## config.mk

```make
export PLATFORM = sky130hd
export DESIGN_NAME = vpic_top
export DESIGN_NICKNAME = d
export VERILOG_FILES = /design/src/rtl/vpic_pkg.sv /design/src/rtl/vpic_extsync.sv /design/src/rtl/vpic_regs.sv /design/src/rtl/vpic_arbiter.sv /design/src/rtl/vpic_top.sv
export SDC_FILE = /design/constraint.sdc
export NUM_CORES = 1
export LEC_CHECK = 0
export ABC_AREA = 0
export ABC_CLOCK_PERIOD_IN_PS = 18100
export BUFFER_PORTS_ARGS = -buffer_cell sky130_fd_sc_hd__buf_2
export CORE_MARGIN = 2
export CORE_UTILIZATION = 60
export CTS_CLUSTER_DIAMETER = 120
export DETAILED_ROUTE_END_ITERATION = 8
export HOLD_SLACK_MARGIN = 0.06
export PLACE_DENSITY = 0.81
export SLEW_MARGIN = 20
export SYNTH_ARGS = -nofsm -noshare
export SYNTH_HDL_FRONTEND = slang
export SYNTH_SLANG_ARGS = --single-unit
export TNS_END_PERCENT = 1
```

## constraint.sdc

```tcl
create_clock -name clk -period 18.1 [get_ports clk]
set_input_delay 2.715 -clock clk [delete_from_list [all_inputs] [get_ports clk]]
set_output_delay 2.715 -clock clk [all_outputs]
set_load 0.01 [all_outputs]
```

## src/rtl/vpic_pkg.sv

```systemverilog
// Package: shared types and helpers for the vectored priority interrupt controller.
// Assumes: register addresses fit the AW chosen at the top level.
package vpic_pkg;

    // Vector priority: main level in the upper bits, sub-level below, so a
    // plain unsigned compare of the packed value orders main first, then sub.
    typedef struct packed {
        logic [2:0] main;
        logic [1:0] sub;
    } prio_t;

    localparam int ADR_ENABLE = 0;
    localparam int ADR_FLAGS  = 1;
    localparam int ADR_CTRL   = 2;
    localparam int ADR_PRIO0  = 3;

    // Fixed source-to-vector folding.
    function automatic int vec_of(input int src, input int nsrc, input int nvec);
        return (src * nvec) / nsrc;
    endfunction

endpackage

```

## src/rtl/vpic_extsync.sv

```systemverilog
// Module: synchronizes external pins and turns the selected edge into a
// one-cycle event pulse per pin.
// Assumes: pins are asynchronous; rise_sel_i is a quasi-static control bit.
module vpic_extsync #(
    parameter int NEXT = 5
) (
    input  logic            clk,
    input  logic            rst_n,
    input  logic [NEXT-1:0] pin_i,
    input  logic [NEXT-1:0] rise_sel_i,
    output logic [NEXT-1:0] evt_o
);
    for (genvar p = 0; p < NEXT; p++) begin : g_pin
        logic meta_q, sync_q, last_q;
        logic rise_w, fall_w;

        // Two-flop synchronizer plus one delayed copy for edge detection.
        always_ff @(posedge clk) begin
            if (!rst_n) begin
                meta_q <= 1'b0;
                sync_q <= 1'b0;
                last_q <= 1'b0;
            end else begin
                meta_q <= pin_i[p];
                sync_q <= meta_q;
                last_q <= sync_q;
            end
        end

        // Edge decode and polarity select.
        always_comb begin
            rise_w   = sync_q & ~last_q;
            fall_w   = ~sync_q & last_q;
            evt_o[p] = rise_sel_i[p] ? rise_w : fall_w;
        end

        AST_RISE_ONE_CYCLE: assert property (@(posedge clk) disable iff (!rst_n)
            rise_w |=> !rise_w);
    end
endmodule

```

## src/rtl/vpic_regs.sv

```systemverilog
// Module: register file holding enables, request flags, control word and
// per-vector priorities; combinational read mux.
// Assumes: NSRC <= DW and NEXT+1 <= DW; flags are write-1-to-clear, and a
// same-cycle set wins over a clear.
module vpic_regs
    import vpic_pkg::*;
#(
    parameter int NSRC = 16,
    parameter int NVEC = 8,
    parameter int NEXT = 5,
    parameter int AW   = 4,
    parameter int DW   = 32
) (
    input  logic                   clk,
    input  logic                   rst_n,
    input  logic                   wr_en_i,
    input  logic [AW-1:0]          addr_i,
    input  logic [DW-1:0]          wdata_i,
    input  logic [NSRC-1:0]        set_i,
    output logic [NSRC-1:0]        en_o,
    output logic [NSRC-1:0]        flg_o,
    output prio_t [NVEC-1:0]       prio_o,
    output logic                   mode_o,
    output logic [NEXT-1:0]        rise_sel_o,
    output logic [DW-1:0]          rd_data_o
);
    logic [NSRC-1:0] clr_w;
    logic            wr_en_w, wr_flg_w, wr_ctl_w;

    // Address decode of the write strobe.
    always_comb begin
        wr_en_w  = wr_en_i && (addr_i == AW'(ADR_ENABLE));
        wr_flg_w = wr_en_i && (addr_i == AW'(ADR_FLAGS));
        wr_ctl_w = wr_en_i && (addr_i == AW'(ADR_CTRL));
        clr_w    = wr_flg_w ? wdata_i[NSRC-1:0] : '0;
    end

    // Enable bits.
    always_ff @(posedge clk) begin
        if (!rst_n)       en_o <= '0;
        else if (wr_en_w) en_o <= wdata_i[NSRC-1:0];
    end

    // Request flags: event set dominates a same-cycle software clear.
    always_ff @(posedge clk) begin
        if (!rst_n) flg_o <= '0;
        else        flg_o <= (flg_o & ~clr_w) | set_i;
    end

    // Control word: mode bit and pin edge polarities.
    always_ff @(posedge clk) begin
        if (!rst_n) begin
            mode_o     <= 1'b0;
            rise_sel_o <= '0;
        end else if (wr_ctl_w) begin
            mode_o     <= wdata_i[0];
            rise_sel_o <= wdata_i[NEXT:1];
        end
    end

    for (genvar v = 0; v < NVEC; v++) begin : g_prio
        // Priority field of one vector.
        always_ff @(posedge clk) begin
            if (!rst_n)
                prio_o[v] <= '0;
            else if (wr_en_i && addr_i == AW'(ADR_PRIO0 + v))
                prio_o[v] <= prio_t'(wdata_i[4:0]);
        end
    end

    // Read mux.
    always_comb begin
        rd_data_o = '0;
        if (addr_i == AW'(ADR_ENABLE)) rd_data_o[NSRC-1:0] = en_o;
        if (addr_i == AW'(ADR_FLAGS))  rd_data_o[NSRC-1:0] = flg_o;
        if (addr_i == AW'(ADR_CTRL))   rd_data_o[NEXT:0]   = {rise_sel_o, mode_o};
        for (int v = 0; v < NVEC; v++)
            if (addr_i == AW'(ADR_PRIO0 + v)) rd_data_o[4:0] = prio_o[v];
    end

    AST_SET_WINS: assert property (@(posedge clk) disable iff (!rst_n)
        1'b1 |=> ((flg_o & $past(set_i)) == $past(set_i)));
    AST_CLEAR_NEVER_SETS: assert property (@(posedge clk) disable iff (!rst_n)
        (set_i == '0) |=> ((flg_o & ~$past(flg_o)) == '0));
endmodule

```

## src/rtl/vpic_arbiter.sv

```systemverilog
// Module: folds sources onto vectors and picks the winner: highest main
// level, then highest sub-level, then lowest vector index.
// Assumes: purely combinational; main level 0 disables a vector.
module vpic_arbiter
    import vpic_pkg::*;
#(
    parameter int NSRC = 16,
    parameter int NVEC = 8,
    localparam int VW  = (NVEC > 1) ? $clog2(NVEC) : 1
) (
    input  logic [NSRC-1:0]  en_i,
    input  logic [NSRC-1:0]  flg_i,
    input  prio_t [NVEC-1:0] prio_i,
    output logic             found_o,
    output logic [VW-1:0]    win_vec_o,
    output prio_t            win_prio_o
);
    logic [NVEC-1:0] active_w;

    // Vector activity: any mapped source both enabled and flagged.
    always_comb begin
        active_w = '0;
        for (int s = 0; s < NSRC; s++)
            if (en_i[s] && flg_i[s])
                active_w[vec_of(s, NSRC, NVEC)] = 1'b1;
    end

    // Linear scan; strict compare keeps the lower index on a full tie.
    always_comb begin
        found_o    = 1'b0;
        win_vec_o  = '0;
        win_prio_o = '0;
        for (int v = 0; v < NVEC; v++) begin
            if (active_w[v] && prio_i[v].main != 3'd0 &&
                (!found_o || prio_i[v] > win_prio_o)) begin
                found_o    = 1'b1;
                win_vec_o  = VW'(v);
                win_prio_o = prio_i[v];
            end
        end
    end

    for (genvar v = 0; v < NVEC; v++) begin : g_chk
        // Every eligible vector ranks no higher than the winner.
        always_comb begin
            if (active_w[v] && prio_i[v].main != 3'd0)
                AST_WINNER_IS_MAX: assert (found_o && prio_i[v] <= win_prio_o);
        end
    end
endmodule

```

## src/rtl/vpic_top.sv

```systemverilog
// Module: vectored priority interrupt controller top. Combines the register
// file, pin edge detection and arbiter, and registers the request outputs
// against the processor's current level.
// Assumes: NVEC + 3 addresses fit in AW bits; NEXT <= NSRC.
module vpic_top
    import vpic_pkg::*;
#(
    parameter int NSRC = 16,
    parameter int NVEC = 8,
    parameter int NEXT = 5,
    parameter int AW   = 4,
    parameter int DW   = 32,
    localparam int VW  = (NVEC > 1) ? $clog2(NVEC) : 1
) (
    input  logic            clk,
    input  logic            rst_n,
    input  logic            wr_en_i,
    input  logic [AW-1:0]   addr_i,
    input  logic [DW-1:0]   wdata_i,
    output logic [DW-1:0]   rd_data_o,
    input  logic [NSRC-1:0] evt_i,
    input  logic [NEXT-1:0] ext_pin_i,
    input  logic [2:0]      cpu_prio_i,
    output logic            irq_valid_o,
    output logic [VW-1:0]   irq_vec_o,
    output logic [2:0]      irq_level_o
);
    logic [NSRC-1:0]  en_w, flg_w, set_w;
    prio_t [NVEC-1:0] prio_w;
    logic             mode_w;
    logic [NEXT-1:0]  rise_sel_w, pin_evt_w;
    logic             found_w;
    logic [VW-1:0]    win_vec_w;
    prio_t            win_prio_w;

    vpic_extsync #(.NEXT(NEXT)) u_sync (
        .clk        (clk),
        .rst_n      (rst_n),
        .pin_i      (ext_pin_i),
        .rise_sel_i (rise_sel_w),
        .evt_o      (pin_evt_w)
    );

    // Flag set sources: peripheral pulses plus pin edges on the low sources.
    always_comb begin
        set_w = evt_i;
        set_w[NEXT-1:0] = evt_i[NEXT-1:0] | pin_evt_w;
    end

    vpic_regs #(.NSRC(NSRC), .NVEC(NVEC), .NEXT(NEXT), .AW(AW), .DW(DW)) u_regs (
        .clk        (clk),
        .rst_n      (rst_n),
        .wr_en_i    (wr_en_i),
        .addr_i     (addr_i),
        .wdata_i    (wdata_i),
        .set_i      (set_w),
        .en_o       (en_w),
        .flg_o      (flg_w),
        .prio_o     (prio_w),
        .mode_o     (mode_w),
        .rise_sel_o (rise_sel_w),
        .rd_data_o  (rd_data_o)
    );

    vpic_arbiter #(.NSRC(NSRC), .NVEC(NVEC)) u_arb (
        .en_i       (en_w),
        .flg_i      (flg_w),
        .prio_i     (prio_w),
        .found_o    (found_w),
        .win_vec_o  (win_vec_w),
        .win_prio_o (win_prio_w)
    );

    // Output stage: request only above the processor's current level.
    always_ff @(posedge clk) begin
        if (!rst_n) begin
            irq_valid_o <= 1'b0;
            irq_vec_o   <= '0;
            irq_level_o <= '0;
        end else begin
            irq_valid_o <= found_w && (win_prio_w.main > cpu_prio_i);
            irq_vec_o   <= mode_w ? win_vec_w : '0;
            irq_level_o <= win_prio_w.main;
        end
    end

    AST_VALID_ABOVE_CPU: assert property (@(posedge clk) disable iff (!rst_n)
        irq_valid_o |-> (irq_level_o > $past(cpu_prio_i)));
    AST_SINGLE_MODE_VEC0: assert property (@(posedge clk) disable iff (!rst_n)
        !mode_w |=> (irq_vec_o == '0));
endmodule

```

Word-level counts from Yosys, hierarchy flattened
Cells that the tools add are included.
{"block": "totals", "in_bits": 63, "out_inout_bits": 39, "register_bits": 100, "word_cells": 203}
{"block": "classes", "mux": 56, "n_eq_ne": 10, "reduce_logical": 67, "n_bitwise": 24, "magnitude_cmp": 8}
{"operator": "$mux 5", "count": 16}
{"operator": "$mux 16", "count": 3}
{"operator": "$logic_and 1x1->1", "count": 43}
{"operator": "$gt 5x5->1", "count": 7}
{"operator": "$mux 1", "count": 30}
{"operator": "$reduce_bool 3->1", "count": 8}
{"operator": "$and 16x16->16", "count": 1}
{"operator": "$eq 4x3->1 const B", "count": 4}
{"operator": "$not 16->16", "count": 1}
{"operator": "$or 16x16->16", "count": 1}
{"operator": "$eq 4x4->1 const B", "count": 3}
{"operator": "$mux 3", "count": 4}
{"operator": "$and 1x1->1", "count": 10}
{"operator": "$not 1->1", "count": 10}
{"operator": "$eq 4x2->1 const B", "count": 2}
{"operator": "$logic_not 1->1", "count": 7}
{"operator": "$logic_or 1x1->1", "count": 7}
{"operator": "$mux 6", "count": 1}
{"operator": "$or 5x5->5", "count": 1}
{"operator": "$eq 4x1->1 const B", "count": 1}
{"operator": "$logic_not 4->1", "count": 1}
{"operator": "$mux 2", "count": 2}
{"operator": "$gt 3x3->1", "count": 1}
{"operator": "$reduce_and 2->1", "count": 1}

Longest topological paths before layout
Gate-level depths: netlist (run 1).
{"block": "depth", "depth_word": 35, "mapped_depth": 68, "depth_no_buf": 64}

Cells and area by module
Synthesis (run 1) repeated with hierarchy kept, for this count alone.
{"block": "unflattened", "cells_unflattened": 750, "hier_area_um2": 6411.1}
{"mod": "vpic_regs", "area_per_inst_um2": 3872.5, "n_inst": 1, "cells_each": 440, "seq_area_each_um2": 1561.5}
{"mod": "vpic_arbiter", "area_per_inst_um2": 1752.9, "n_inst": 1, "cells_each": 236, "seq_area_each_um2": 0.0}
{"mod": "vpic_extsync", "area_per_inst_um2": 500.5, "n_inst": 1, "cells_each": 46, "seq_area_each_um2": 300.3}
{"mod": "vpic_top", "area_per_inst_um2": 285.3, "n_inst": 1, "cells_each": 28, "seq_area_each_um2": 140.1}

Worst setup path after synthesis (run 1)
No wires, ideal clock.
{"block": "synth_timing", "path_type": "flip-flop to flip-flop", "start": "register u_regs.prio_o[2] (netlist bit)", "end": "register irq_valid_o", "setup_slack_ns": 6.466, "stages_incl_launch_ff": 63, "setup_ns": 0.118, "arrival_ns": 11.516, "path_buffers": 4, "synth_period_minus_slack_ns": 11.634, "required_ns": 17.982, "cell_sequence": "dfxtp_1 > or3_1 > and3_2 > ha_1 > o21a_1 > a21o_1 > nor2_1 > mux2_2 > ha_1 > nor2b_1 > o21ai_0 > a211oi_1 > or2_2 > clkbuf_2 > a21o_1 > o22ai_1 > ha_1 > o21ai_0 > [27 not listed] > buf_6 > nor2_1 > a21o_1 > ha_1 > nor2b_1 > o21a_1 > o21a_1 > o21ai_0 > a22oi_1 > o21ai_1 > inv_1 > nand2_1 > o21a_1 > ha_1 > inv_1 > a21o_1 > a21oi_1 > nor3_1"}
{"block": "synth_via", "elab_chain_cells": 33, "elab_cells_between_ends": 48, "cone_classes": "order compare: 8; mux: 16; reduce/logical: 24"}
{"element": "from (decl)", "line_no": "vpic_regs.sv:22", "text": "output prio_t [NVEC-1:0] prio_o,"}
{"element": "from (signal, indexed assignment)", "line_no": "vpic_regs.sv:67", "text": "prio_o[v] <= prio_t'(wdata_i[4:0]);"}
{"element": "$reduce_bool 3->1", "line_no": "vpic_arbiter.sv:34", "text": "if (active_w[v] && prio_i[v].main != 3'd0 &&"}
{"element": "$logic_and 1x1->1"}
{"element": "$mux 5 or $mux 1 (tied branches)", "line_no": "vpic_arbiter.sv:34"}
{"element": "$gt 5x5->1 or $logic_not 1->1 (tied branches)", "line_no": "vpic_arbiter.sv:35", "text": "(!found_o || prio_i[v] > win_prio_o)) begin"}
{"element": "$logic_or 1x1->1", "line_no": "vpic_arbiter.sv:35"}
{"element": "$logic_and 1x1->1", "line_no": "vpic_arbiter.sv:34"}
{"element": "$mux 5 or $mux 1 (tied branches)", "line_no": "vpic_arbiter.sv:34"}
{"element": "$gt 5x5->1 or $logic_not 1->1 (tied branches)", "line_no": "vpic_arbiter.sv:35"}
{"element": "[17 not listed]"}
{"element": "$logic_and 1x1->1", "line_no": "vpic_arbiter.sv:34"}
{"element": "$mux 5 or $mux 1 (tied branches)", "line_no": "vpic_arbiter.sv:34"}
{"element": "$gt 5x5->1 or $logic_not 1->1 (tied branches)", "line_no": "vpic_arbiter.sv:35"}
{"element": "$logic_or 1x1->1", "line_no": "vpic_arbiter.sv:35"}
{"element": "$logic_and 1x1->1", "line_no": "vpic_arbiter.sv:34"}
{"element": "$mux 5", "line_no": "vpic_arbiter.sv:34"}
{"element": "$gt 3x3->1", "line_no": "vpic_top.sv:81", "text": "irq_valid_o <= found_w && (win_prio_w.main > cpu_prio_i);"}
{"element": "$logic_and 1x1->1 (*)", "line_no": "vpic_top.sv:81"}
{"element": "to (signal assigned)", "line_no": "vpic_top.sv:81"}
{"element": "to (decl)", "line_no": "vpic_top.sv:24", "text": "output logic irq_valid_o,"}
Every way passes the cells marked *; elsewhere a longest branch is shown, timed or not.
A chain may end at the register's enable or synchronous reset.

Worst setup path in the final report (run 1)
{"block": "layout_timing", "start": "register u_regs.flg_o[0]", "end": "register irq_valid_o"}
{"block": "layout_via", "elab_chain_cells": 35, "elab_cells_between_ends": 50, "cone_classes": "order compare: 8; mux: 18; reduce/logical: 24"}
{"element": "from (decl)", "line_no": "vpic_regs.sv:21", "text": "output logic [NSRC-1:0] flg_o,"}
{"element": "from (signal assigned)", "line_no": "vpic_regs.sv:47", "text": "else flg_o <= (flg_o & ~clr_w) | set_i;"}
{"element": "$logic_and 1x1->1 (*)", "line_no": "vpic_arbiter.sv:24", "text": "if (en_i[s] && flg_i[s])"}
{"element": "$mux 1 (*) (2 in a row)", "line_no": "vpic_arbiter.sv:24"}
{"element": "$logic_and 1x1->1 (*)"}
{"element": "$mux 5 or $mux 1 (tied branches)", "line_no": "vpic_arbiter.sv:34"}
{"element": "$gt 5x5->1 or $logic_not 1->1 (tied branches)", "line_no": "vpic_arbiter.sv:35"}
{"element": "$logic_or 1x1->1", "line_no": "vpic_arbiter.sv:35"}
{"element": "$logic_and 1x1->1", "line_no": "vpic_arbiter.sv:34"}
{"element": "$mux 5 or $mux 1 (tied branches)", "line_no": "vpic_arbiter.sv:34"}
{"element": "[18 not listed]"}
{"element": "$logic_and 1x1->1", "line_no": "vpic_arbiter.sv:34"}
{"element": "$mux 5 or $mux 1 (tied branches)", "line_no": "vpic_arbiter.sv:34"}
{"element": "$gt 5x5->1 or $logic_not 1->1 (tied branches)", "line_no": "vpic_arbiter.sv:35"}
{"element": "$logic_or 1x1->1", "line_no": "vpic_arbiter.sv:35"}
{"element": "$logic_and 1x1->1", "line_no": "vpic_arbiter.sv:34"}
{"element": "$mux 5", "line_no": "vpic_arbiter.sv:34"}
{"element": "$gt 3x3->1", "line_no": "vpic_top.sv:81"}
{"element": "$logic_and 1x1->1 (*)", "line_no": "vpic_top.sv:81"}
Marks and branches as above.

==> results.py, run 1 <==
metrics = {
    "power": {
        "power_density_mw_per_mm2": 61.83,
        "seqPwrFrac_pct": 55.7,
        "power.share.switching_pct": 28.29,
        "p_leak_uw": 0.002690,
        "p_comb_share_pct": 10.1,
        "switchingPower_uw": 117.3,
        "p_int_uw": 297.3,
        "peakVddDrop_mv": 0.05241,
        "clkPwrFrac_pct": 34.2,
    },
    "grt": {
        "grt_pass1_wl_um": 26220,
        "antenna_found_initial": 0,
        "grt-ovfl-total": 0,
        "grtUsageTotal_pct": 29.65,
        "grt_pass1_vias": 5220,
        "grt_max_degree": 71,
    },
    "placement": {
        "place_congestion": 0.9408,
        "placement.io_buffers": 69,
        "hpwl_um": 11770,
    },
    "die": {
        "die_w_um": 105.6,
        "io_pins": 102,
        "die_y_um": 105.6,
        "initial_utilization_pct": 60.86,
        "core_sq_mm": 0.01018,
        "rows": 37,
        "die_area_sq_mm": 0.01116,
    },
    "logic_synthesis": {
        "synth.avg_cell_area_sq_um": 8.645,
        "synthTopCellsByCount": "dfxtp_1 (100), nand2_1 (69), nor2b_1 (63), mux2i_1 (56), nor2_1 (41)",
        "seq_area_frac_synth_pct": 32.30,
        "synth_cell_types": 67,
        "synth_flop_cell": "dfxtp_1",
        "ys_top_cells_by_area": "dfxtp_1 (32%), mux2i_1 (9.0%), ha_1 (7.5%), nor2b_1 (6.4%), nand2_1 (4.2%)",
        "synth_edf_count": 0,
        "synth_top_cell_area_share_pct": 32.30,
        "yosysMostFrequentCell": "dfxtp_1",
        "netlist_area_sq_mm": 0.006198,
        "ys_warn_count": 0,
        "yosys.area.top_type": "dfxtp_1",
        "async_reset_ff_share_pct": 0,
        "synthCells": 717,
        "ys_ff_latch": 100,
    },
    "clocking": {
        "clockRootBuffer": "clkbuf_8",
        "max-clock-path-buffers": 2,
        "clk_latency_ps": 380,
        "numCtsBuffers": 9,
        "cts_tree": "built",
        "cts_sinks": 100,
        "post_cts_buffers": 0,
        "path_clk_slew_ps": 110,
        "htreeDepth": 3,
        "cts_resized": 0,
        "postCtsHoldBufs": 0,
    },
    "timing": {
        "slew_violations": 0,
        "worstMarginPinSlew_ps": 1029,
        "fmax_ghz": 0.07152,
        "rsz0062_at_grt": "false",
        "tns_ps": 0,
        "final_hold_viol_count": 0,
        "slew_headroom_pct": 30.85,
        "period_needed_ps": 13980,
        "holdWs_ps": 447.8,
        "fin_crit_sh_pct": 77.25,
        "fin_skew_ps": 15.73,
        "setup_viol": 0,
    },
    "route": {
        "via_count": 5484,
        "detail_route.vias_per_cell": 6.100,
        "wl_per_cell_um": 17.90,
        "ant_nets": 0,
        "drt-initial-drc-count": 470,
        "drc_errors": 0,
        "dr.pass1.iters": 5,
        "routed_wl_um": 16090,
    },
    "critical_path": {
        "cp_slowest_stage_delay_ps": 610,
        "critPathCaptureType": "flop",
        "cp_slowest_cell": "mux2i_2",
        "crit_type": "flop to flop",
        "path_max_fanout": 19,
        "cpMostUsedCell": "ha_1",
        "crit_required_ps": 18380,
        "start_kind": "flop",
        "cp.arrival_ps": 14260,
    },
    "layout": {
        "diodes": 0,
        "nets": 858,
        "layout-drive-gt1-share_pct": 15.86,
        "syn_to_final_growth_pct": 8.175,
    },
    "outcome": {
        "status": "complete, no violations",
    },
    "job": {
        "drv_cap": 0,
    },
    "min_path": {
        "worstHoldPathType": "flop to flop",
    },
}
## state kept, by name (all words and copies together), names as in the netlist, 3 cells and up
name / count
u_regs.prio_o: 40
u_regs.en_o: 16
u_regs.rise_sel_o: 5
u_sync.g_pin.sync_q: 5
u_regs.flg_o: 16
irq_vec_o: 3
irq_level_o: 3
u_sync.g_pin.last_q: 5
u_sync.g_pin.meta_q: 5
## logic make-up (layout without fill, tap and decap cells)
| kind of cell | after synthesis | after routing | synth area share [%] |
|---|---|---|---|
| multiplexers | 69 | 69 | 12.84 |
| other | 1 | 16 | 0.06050 |
| buffers and inverters | 80 | 111 | 6.015 |
| adder cells (fa/ha/maj) | 37 | 37 | 7.469 |
| flip-flops | 100 | 100 | 32.30 |
| AO/OA/AOI/OAI | 172 | 172 | 19.70 |
| AND/OR/NAND/NOR | 258 | 258 | 21.62 |
## worst max-delay path, delay by kind of cell (launching register included)
family,cells,cell delay [ps]
buffers and inverters,3,390
flip-flops,1,460
multiplexers,2,1070
AND/OR/NAND/NOR,15,2480
AO/OA/AOI/OAI,35,7300
adder cells (fa/ha/maj),8,2100
## through the flow
stage / power (uW) / instances / utilization, % / area (sq um) / setup slack [ps]
floorplan: 265.3 / 732 / - / 6255 / 6466
global placement: 275.3 / 883 / 63.81 / 6499 / 4786
detailed placement: 277.0 / 883 / 63.86 / 6504 / 4410
CTS: 414.4 / 899 / 65.74 / 6695 / 4363
global route: 428.9 / 899 / 65.84 / 6705 / 3173
finish: 414.6 / 899 / 65.84 / 6705 / 4117
## final timing paths
path         slack (ps)                    from                endpoint  cells after the start
max                4120         u_regs.flg_o[0]             irq_valid_o                     63
min reg2reg         450  u_sync.g_pin[3].meta_q  u_sync.g_pin[3].sync_q                      1
min                 450  u_sync.g_pin[3].meta_q  u_sync.g_pin[3].sync_q                      1
max reg2reg        4120         u_regs.flg_o[0]             irq_valid_o                     63
## power groups by stage
| stage | Clock (uW) | Sequential [uW] | Combinational, uW |
|---|---|---|---|
| after floorplan | 0 | 234 | 31.5 |
| after global placement | 0 | 235 | 40.0 |
| after detailed placement | 0 | 236 | 41.3 |
| after CTS | 142 | 231 | 41.4 |
| after global routing | 151 | 232 | 46.4 |
| final | 142 | 231 | 42.0 |
## routing by layer
metal / vias up / wire length, um / GRT usage [%]
li1: 2602 / - / -
met1: 2626 / 7023 / 39.59
met2: 217 / 7653 / 48.99
met3: 39 / 978 / 4.391
met4: 0 / 436 / 10.53
met5: - / 0 / 0
## final cells by class
type	count	area, sq um
multi-input cells	552	3895
fillers	890	3480
flip-flops and latches	100	2002
repair buffers	70	352.8
well taps	136	170.2
clock buffers	9	123.9
inverters	25	93.84
clock inverters	7	67.56
## placed cells by master, fill, tap and decap left out, types with 13 or more instances in the layout
master | synthesis | routed
nor2_1 | 41 | 41
inv_1 | 25 | 25
a21oi_1 | 34 | 34
a21boi_0 | 23 | 23
conb_1 | 1 | 16
buf_2 | 0 | 69
dfxtp_1 | 100 | 100
nor2b_1 | 63 | 63
and2_1 | 20 | 20
mux2i_1 | 56 | 56
ha_1 | 37 | 37
nand2_1 | 69 | 69
o21ai_0 | 21 | 21
nand2b_1 | 13 | 13
No activity file was read; power rests on OpenSTA's default activity.
==> run 2: changes to the inputs <==
--- a/config.mk
+++ b/config.mk
@@ -5,15 +5,15 @@
 export SDC_FILE = /design/constraint.sdc
 export NUM_CORES = 1
 export LEC_CHECK = 0
-export ABC_AREA = 0
-export ABC_CLOCK_PERIOD_IN_PS = 18100
+export ABC_AREA = 1
+export ABC_CLOCK_PERIOD_IN_PS = 13800
 export BUFFER_PORTS_ARGS = -buffer_cell sky130_fd_sc_hd__buf_2
 export CORE_MARGIN = 2
-export CORE_UTILIZATION = 60
+export CORE_UTILIZATION = 57
 export CTS_CLUSTER_DIAMETER = 120
 export DETAILED_ROUTE_END_ITERATION = 8
 export HOLD_SLACK_MARGIN = 0.06
-export PLACE_DENSITY = 0.81
+export PLACE_DENSITY = 0.78
 export SLEW_MARGIN = 20
 export SYNTH_ARGS = -nofsm -noshare
 export SYNTH_HDL_FRONTEND = slang
==> constraint.sdc (replaced) <==
create_clock -name clk -period 13.8 [get_ports clk]
set_input_delay 2.07 -clock clk [delete_from_list [all_inputs] [get_ports clk]]
set_output_delay 2.07 -clock clk [all_outputs]
set_load 0.01 [all_outputs]
==> run 2 against run 1 <==
Net effect:
- critical path depth rose by 17
- largest power group unchanged
- combinational power grew 44%
- hold slack got worse by 22 ps
- highest routed layer unchanged
- design area shrank 5.2%
- global-route usage fell by 3.0 points
- power increased by 31%
- count of clock-buffer cells in the layout grew 1
==> results.py, run 2 <==
metrics = {
    "layout": {
        "fillers": 890,
        "regArea_sq_mm": 0.002002,
        "syn_to_final_growth_pct": 8.737,
        "mostFrequentLayoutCell": "nand2_1",
        "nets": 980,
        "final_cell_mix": "nand2_1 (151), inv_1 (113), dfxtp_1 (100)",
        "multiInputGateArea_sq_mm": 0.003157,
        "largest_reg_flops": 40,
        "reg_top3": "u_regs.prio_o (40), u_regs.en_o (16), u_regs.flg_o (16)",
        "regMostFlops": "u_regs.prio_o",
        "layout-drive-gt1-share_pct": 15.25,
        "diodes": 0,
    },
    "route": {
        "via_count": 5642,
        "ant_nets": 0,
        "routed_wl_um": 14790,
        "wl_per_cell_um": 14.53,
        "drt-initial-drc-count": 281,
        "dr.pass1.iters": 7,
        "detail_route.vias_per_cell": 5.542,
        "drc_errors": 0,
    },
    "clocking": {
        "path_clk_slew_ps": 110,
        "numCtsBuffers": 9,
        "cts_sinks": 100,
        "cts_tree": "built",
        "clk_latency_ps": 360,
        "post_cts_buffers": 0,
        "cts_resized": 0,
        "clockRootBuffer": "clkbuf_8",
        "max-clock-path-buffers": 2,
        "htreeDepth": 3,
        "postCtsHoldBufs": 0,
    },
    "grt": {
        "grt-ovfl-total": 0,
        "antenna_found_initial": 0,
        "grt_pass1_vias": 5124,
        "grt_max_degree": 69,
        "grtUsageTotal_pct": 26.66,
        "grt_pass1_wl_um": 24030,
    },
    "min_path": {
        "worstHoldPathType": "flop to flop",
    },
    "logic_synthesis": {
        "ys_top_cells_by_area": "dfxtp_1 (34%), nand2_1 (9.7%), ha_1 (7.9%), a21oi_1 (7.8%), inv_1 (7.3%)",
        "netlist_area_sq_mm": 0.005843,
        "synth_cell_types": 41,
        "seq_area_frac_synth_pct": 34.26,
        "synth.avg_cell_area_sq_um": 7.040,
        "ys_warn_count": 0,
        "synthTopCellsByCount": "nand2_1 (151), inv_1 (114), dfxtp_1 (100), a21oi_1 (91), o21ai_0 (59)",
        "yosysMostFrequentCell": "nand2_1",
        "ys_ff_latch": 100,
        "synthCells": 830,
        "synth_flop_cell": "dfxtp_1",
        "synth_top_cell_area_share_pct": 34.26,
        "yosys.area.top_type": "dfxtp_1",
        "synth_edf_count": 0,
        "async_reset_ff_share_pct": 0,
    },
    "timing": {
        "worstMarginPinSlew_ps": 1046,
        "fmax_ghz": 0.09611,
        "setup_viol": 0,
        "slew_headroom_pct": 29.83,
        "final_hold_viol_count": 0,
        "rsz0062_at_grt": "false",
        "period_needed_ps": 10400,
        "fin_skew_ps": 15.48,
        "timing.final.ws_setup_ps": 3395,
        "tns_ps": 0,
        "slew_violations": 0,
        "fin_crit_sh_pct": 75.40,
    },
    "critical_path": {
        "cp_slowest_cell": "dfxtp_1",
        "crit_buf_inv": 8,
        "r2r_slack_ps": 3400,
        "crit_family": "simple AND/OR/NAND/NOR gates",
        "crit_required_ps": 14100,
        "cpMostUsedCell": "nand2_1",
        "cp.arrival_ps": 10700,
        "path_max_fanout": 12,
        "crit_type": "flop to flop",
        "cp_slowest_stage_delay_ps": 360,
        "start_kind": "flop",
        "critPathCaptureType": "flop",
    },
    "power": {
        "power_density_mw_per_mm2": 85.52,
        "p_leak_uw": 0.002977,
        "peakVddDrop_mv": 0.07529,
    },
    "die": {
        "die_area_sq_mm": 0.01108,
        "rows": 36,
        "initial_utilization_pct": 59.23,
        "die_w_um": 105.2,
        "die_y_um": 105.2,
        "core_sq_mm": 0.009864,
        "io_pins": 102,
    },
    "job": {
        "drv_cap": 0,
    },
    "placement": {
        "hpwl_um": 11170,
        "place_congestion": 0.9218,
        "placement.io_buffers": 69,
        "dp_slack_ps": 3434,
    },
    "outcome": {
        "status": "complete, no violations",
    },
}
run 2: per-stage QoR:
stage	instance area, sq um	hold slack, ps	total power, uW	cells	util (%)
floorplan	5899	390.5	352.4	845	-
global placement	6162	394.1	366.8	1002	62.47
detailed placement	6162	405.5	369.3	1002	62.47
CTS	6354	429.6	546.5	1018	64.41
global route	6354	443.4	566.0	1018	64.41
finish	6354	425.5	543.3	1018	64.41
run 2: path summary, 6_finish.rpt:
kind / startpoint / endpoint / cells after the start
max: u_regs.flg_o[1] / irq_valid_o / 80
min: u_sync.g_pin[1].meta_q / u_sync.g_pin[1].sync_q / 2
max reg2reg: u_regs.flg_o[1] / irq_valid_o / 80
min reg2reg: u_sync.g_pin[1].meta_q / u_sync.g_pin[1].sync_q / 2
run 2: routing by layer:
layer	GRT usage (%)	share of wire (%)
met5	0	0
met4	7.905	1.7
met3	4.453	7.7
met2	45.25	48
met1	34.77	43
run 2: logic make-up after synthesis:
| logic type | after synthesis | share of synthesized area [%] |
|---|---|---|
| fa+ha+maj | 37 | 7.923 |
| buf+inv | 175 | 12.68 |
| flops | 100 | 34.26 |
| other cells | 1 | 0.06418 |
| compound gates | 234 | 22.76 |
| simple gates | 283 | 22.31 |
run 2: cell type report:
type	count	area share (%)
clock buffers	10	2.166
clock inverters	6	0.8468
inverters	129	7.621
multi-input cells	570	49.68
flip-flops and latches	100	31.51
well taps	133	2.619
repair buffers	70	5.553
run 2: where the power goes:
| group | switching, uW | total [uW] | internal [uW] |
|---|---|---|---|
| logic | 39.7 | 60.4 | 20.7 |
| clock network | 106 | 180 | 73.7 |
| registers | 5.78 | 303 | 297 |
run 2: worst register-to-register path, delay by kind of cell, from the launching register on:
| family | cells | cell delay (ps) |
|---|---|---|
| flops | 1 | 360 |
| buf+inv | 8 | 660 |
| compound gates | 16 | 2120 |
| simple gates | 48 | 4890 |
| fa+ha+maj | 8 | 2320 |
==> run 3: changes to the inputs <==
--- a/config.mk
+++ b/config.mk
@@ -6,7 +6,7 @@
 export NUM_CORES = 1
 export LEC_CHECK = 0
 export ABC_AREA = 1
-export ABC_CLOCK_PERIOD_IN_PS = 13800
+export ABC_CLOCK_PERIOD_IN_PS = 10000
 export BUFFER_PORTS_ARGS = -buffer_cell sky130_fd_sc_hd__buf_2
 export CORE_MARGIN = 2
 export CORE_UTILIZATION = 57
==> constraint.sdc (replaced) <==
create_clock -name clk -period 10 [get_ports clk]
set_input_delay 1.5 -clock clk [delete_from_list [all_inputs] [get_ports clk]]
set_output_delay 1.5 -clock clk [all_outputs]
set_load 0.01 [all_outputs]
==> run 3 against run 2 <==
Net effect:
- non-clock buffer count grew 21
- first-iteration DRC count grew 27%
- clock power grew 64%
- cell count grew 2.5%
==> results.py, run 3 (same netlist as run 2, synthesis figures left out) <==
metrics = {
    "critical_path": {
        "cp.arrival_ps": 9930,
        "crit_type": "flop to flop",
        "crit_required_ps": 10300,
        "cp_slowest_stage_delay_ps": 350,
        "start_kind": "flop",
        "crit_buf_inv": 7,
        "cp_slowest_cell": "dfxtp_2",
        "crit_family": "simple AND/OR/NAND/NOR gates",
        "critPathCaptureType": "flop",
        "path_max_fanout": 9,
        "cpMostUsedCell": "nand2_1",
    },
    "timing": {
        "slew_headroom_pct": 24.74,
        "fin_crit_sh_pct": 96.25,
        "fin_skew_ps": 11.20,
        "holdWs_ps": 425.1,
        "tns_ps": 0,
        "setup_viol": 0,
        "final_hold_viol_count": 0,
        "slew_violations": 0,
        "worstMarginPinSlew_ps": 1128,
        "fmax_ghz": 0.1039,
        "period_needed_ps": 9625,
    },
    "grt": {
        "grtUsageTotal_pct": 27.12,
        "grt_max_degree": 69,
        "grt-ovfl-total": 0,
        "grt_pass1_vias": 5214,
        "grt_pass1_wl_um": 24470,
        "antenna_found_initial": 0,
    },
    "power": {
        "clkPwrFrac_pct": 36.6,
        "power_density_mw_per_mm2": 116.5,
        "peakVddDrop_mv": 0.09164,
        "p_comb_share_pct": 11.5,
        "switchingPower_uw": 219.8,
        "p_int_uw": 588.1,
        "seqPwrFrac_pct": 51.9,
        "p_leak_uw": 0.003166,
        "power.share.switching_pct": 27.20,
    },
    "die": {
        "rows": 36,
        "die_w_um": 105.2,
        "core_sq_mm": 0.009864,
        "initial_utilization_pct": 59.23,
        "die_y_um": 105.2,
        "io_pins": 102,
        "die_area_sq_mm": 0.01108,
    },
    "min_path": {
        "worstHoldPathType": "flop to flop",
    },
    "clocking": {
        "numCtsBuffers": 9,
        "htreeDepth": 3,
        "path_clk_slew_ps": 110,
        "clk_latency_ps": 370,
        "cts_tree": "built",
        "cts_sinks": 100,
        "max-clock-path-buffers": 2,
        "clockRootBuffer": "clkbuf_8",
    },
    "layout": {
        "syn_to_final_growth_pct": 18.67,
        "final_cell_mix": "nand2_1 (132), inv_1 (108), dfxtp_1 (97)",
        "regMostFlops": "u_regs.prio_o",
        "nets": 1005,
        "mostFrequentLayoutCell": "nand2_1",
        "reg_top3": "u_regs.prio_o (40), u_regs.en_o (16), u_regs.flg_o (16)",
        "diodes": 0,
        "largest_reg_flops": 40,
        "layout-drive-gt1-share_pct": 24.84,
        "postLayoutCoreUtil_pct": 70.29,
    },
    "route": {
        "drt-initial-drc-count": 357,
        "dr.pass1.iters": 5,
        "routed_wl_um": 16360,
        "wl_per_cell_um": 15.68,
        "detail_route.vias_per_cell": 5.673,
        "via_count": 5917,
        "ant_nets": 0,
        "drc_errors": 0,
    },
    "job": {
        "drv_cap": 0,
    },
    "placement": {
        "place_congestion": 0.9290,
        "placement.io_buffers": 69,
        "hpwl_um": 11230,
    },
    "outcome": {
        "status": "complete, no violations",
    },
}
==> run 3: layout make-up <==
class	instances	area (sq um)
clock buffers	9	123.9
clock inverters	7	105.1
fillers	827	2930
inverters	129	486.7
multi-input cells	574	3523
flip-flops and latches	100	2006
well taps	133	166.4
repair buffers	91	523.0
==> run 3: worst paths after layout <==
check / end / cells after the start / slack [ps] / from
worst max register to register: irq_valid_o / 77 / 380 / u_regs.flg_o[1]
worst min register to register: u_sync.g_pin[1].sync_q / 2 / 430 / u_sync.g_pin[1].meta_q
worst min-delay path: u_sync.g_pin[1].sync_q / 2 / 430 / u_sync.g_pin[1].meta_q
worst max-delay path: irq_valid_o / 77 / 380 / u_regs.flg_o[1]
==> run 3: worst reg2reg max path: cells and delay by family (launching register included) <==
kind	cells	cell delay, ps
DFF	1	350
adders and majority gates	8	2260
and+or+nand+nor	45	4230
buffers and inverters	7	420
AOI/OAI and AO/OA	17	2300
==> run 3: metrics by stage <==
stage | instance area [sq um] | total power [uW] | cells | setup slack (ps)
5_1_grt | 6934 | 833.7 | 1043 | -263.2
3_3_place_gp | 6177 | 506.2 | 1004 | 131.7
3_5_place_dp | 6177 | 509.9 | 1004 | -247.8
6_report | 6934 | 807.9 | 1043 | 375.3
2_1_floorplan | 5899 | 486.3 | 845 | 1150
4_1_cts | 6430 | 797.9 | 1020 | 24.76
==> run 3: timing repair <==
| item | CTS | global route |
|---|---|---|
| hold endpoints to repair | 0 | 0 |
| hold buffers | 0 | 0 |
| pin swaps | 0 | 48 |
| resized for setup | 7 | 73 |
| endpoints found under the setup margin | 1 | 7 |
| buffers inserted | 0 | 19 |
| cloned | 0 | 4 |
==> run 3: per-layer routing <==
layer / vias to the layer above / GRT usage [%] / routed length [um]
met2: 237 / 45.85 / 7973
li1: 2894 / - / -
met4: 0 / 9.619 / 551
met1: 2732 / 35.18 / 6812
met3: 54 / 4.020 / 1018
met5: - / 0 / 0
==> run 3: power groups by stage <==
| stage | combinational (uW) | sequential (uW) | clock (uW) |
|---|---|---|---|
| global route | 103 | 420 | 310 |
| global placement | 79.2 | 427 | 0 |
| CTS | 83.1 | 418 | 297 |
| detailed placement | 82.6 | 427 | 0 |
| finish | 92.8 | 419 | 296 |
| floorplan | 61.1 | 425 | 0 |
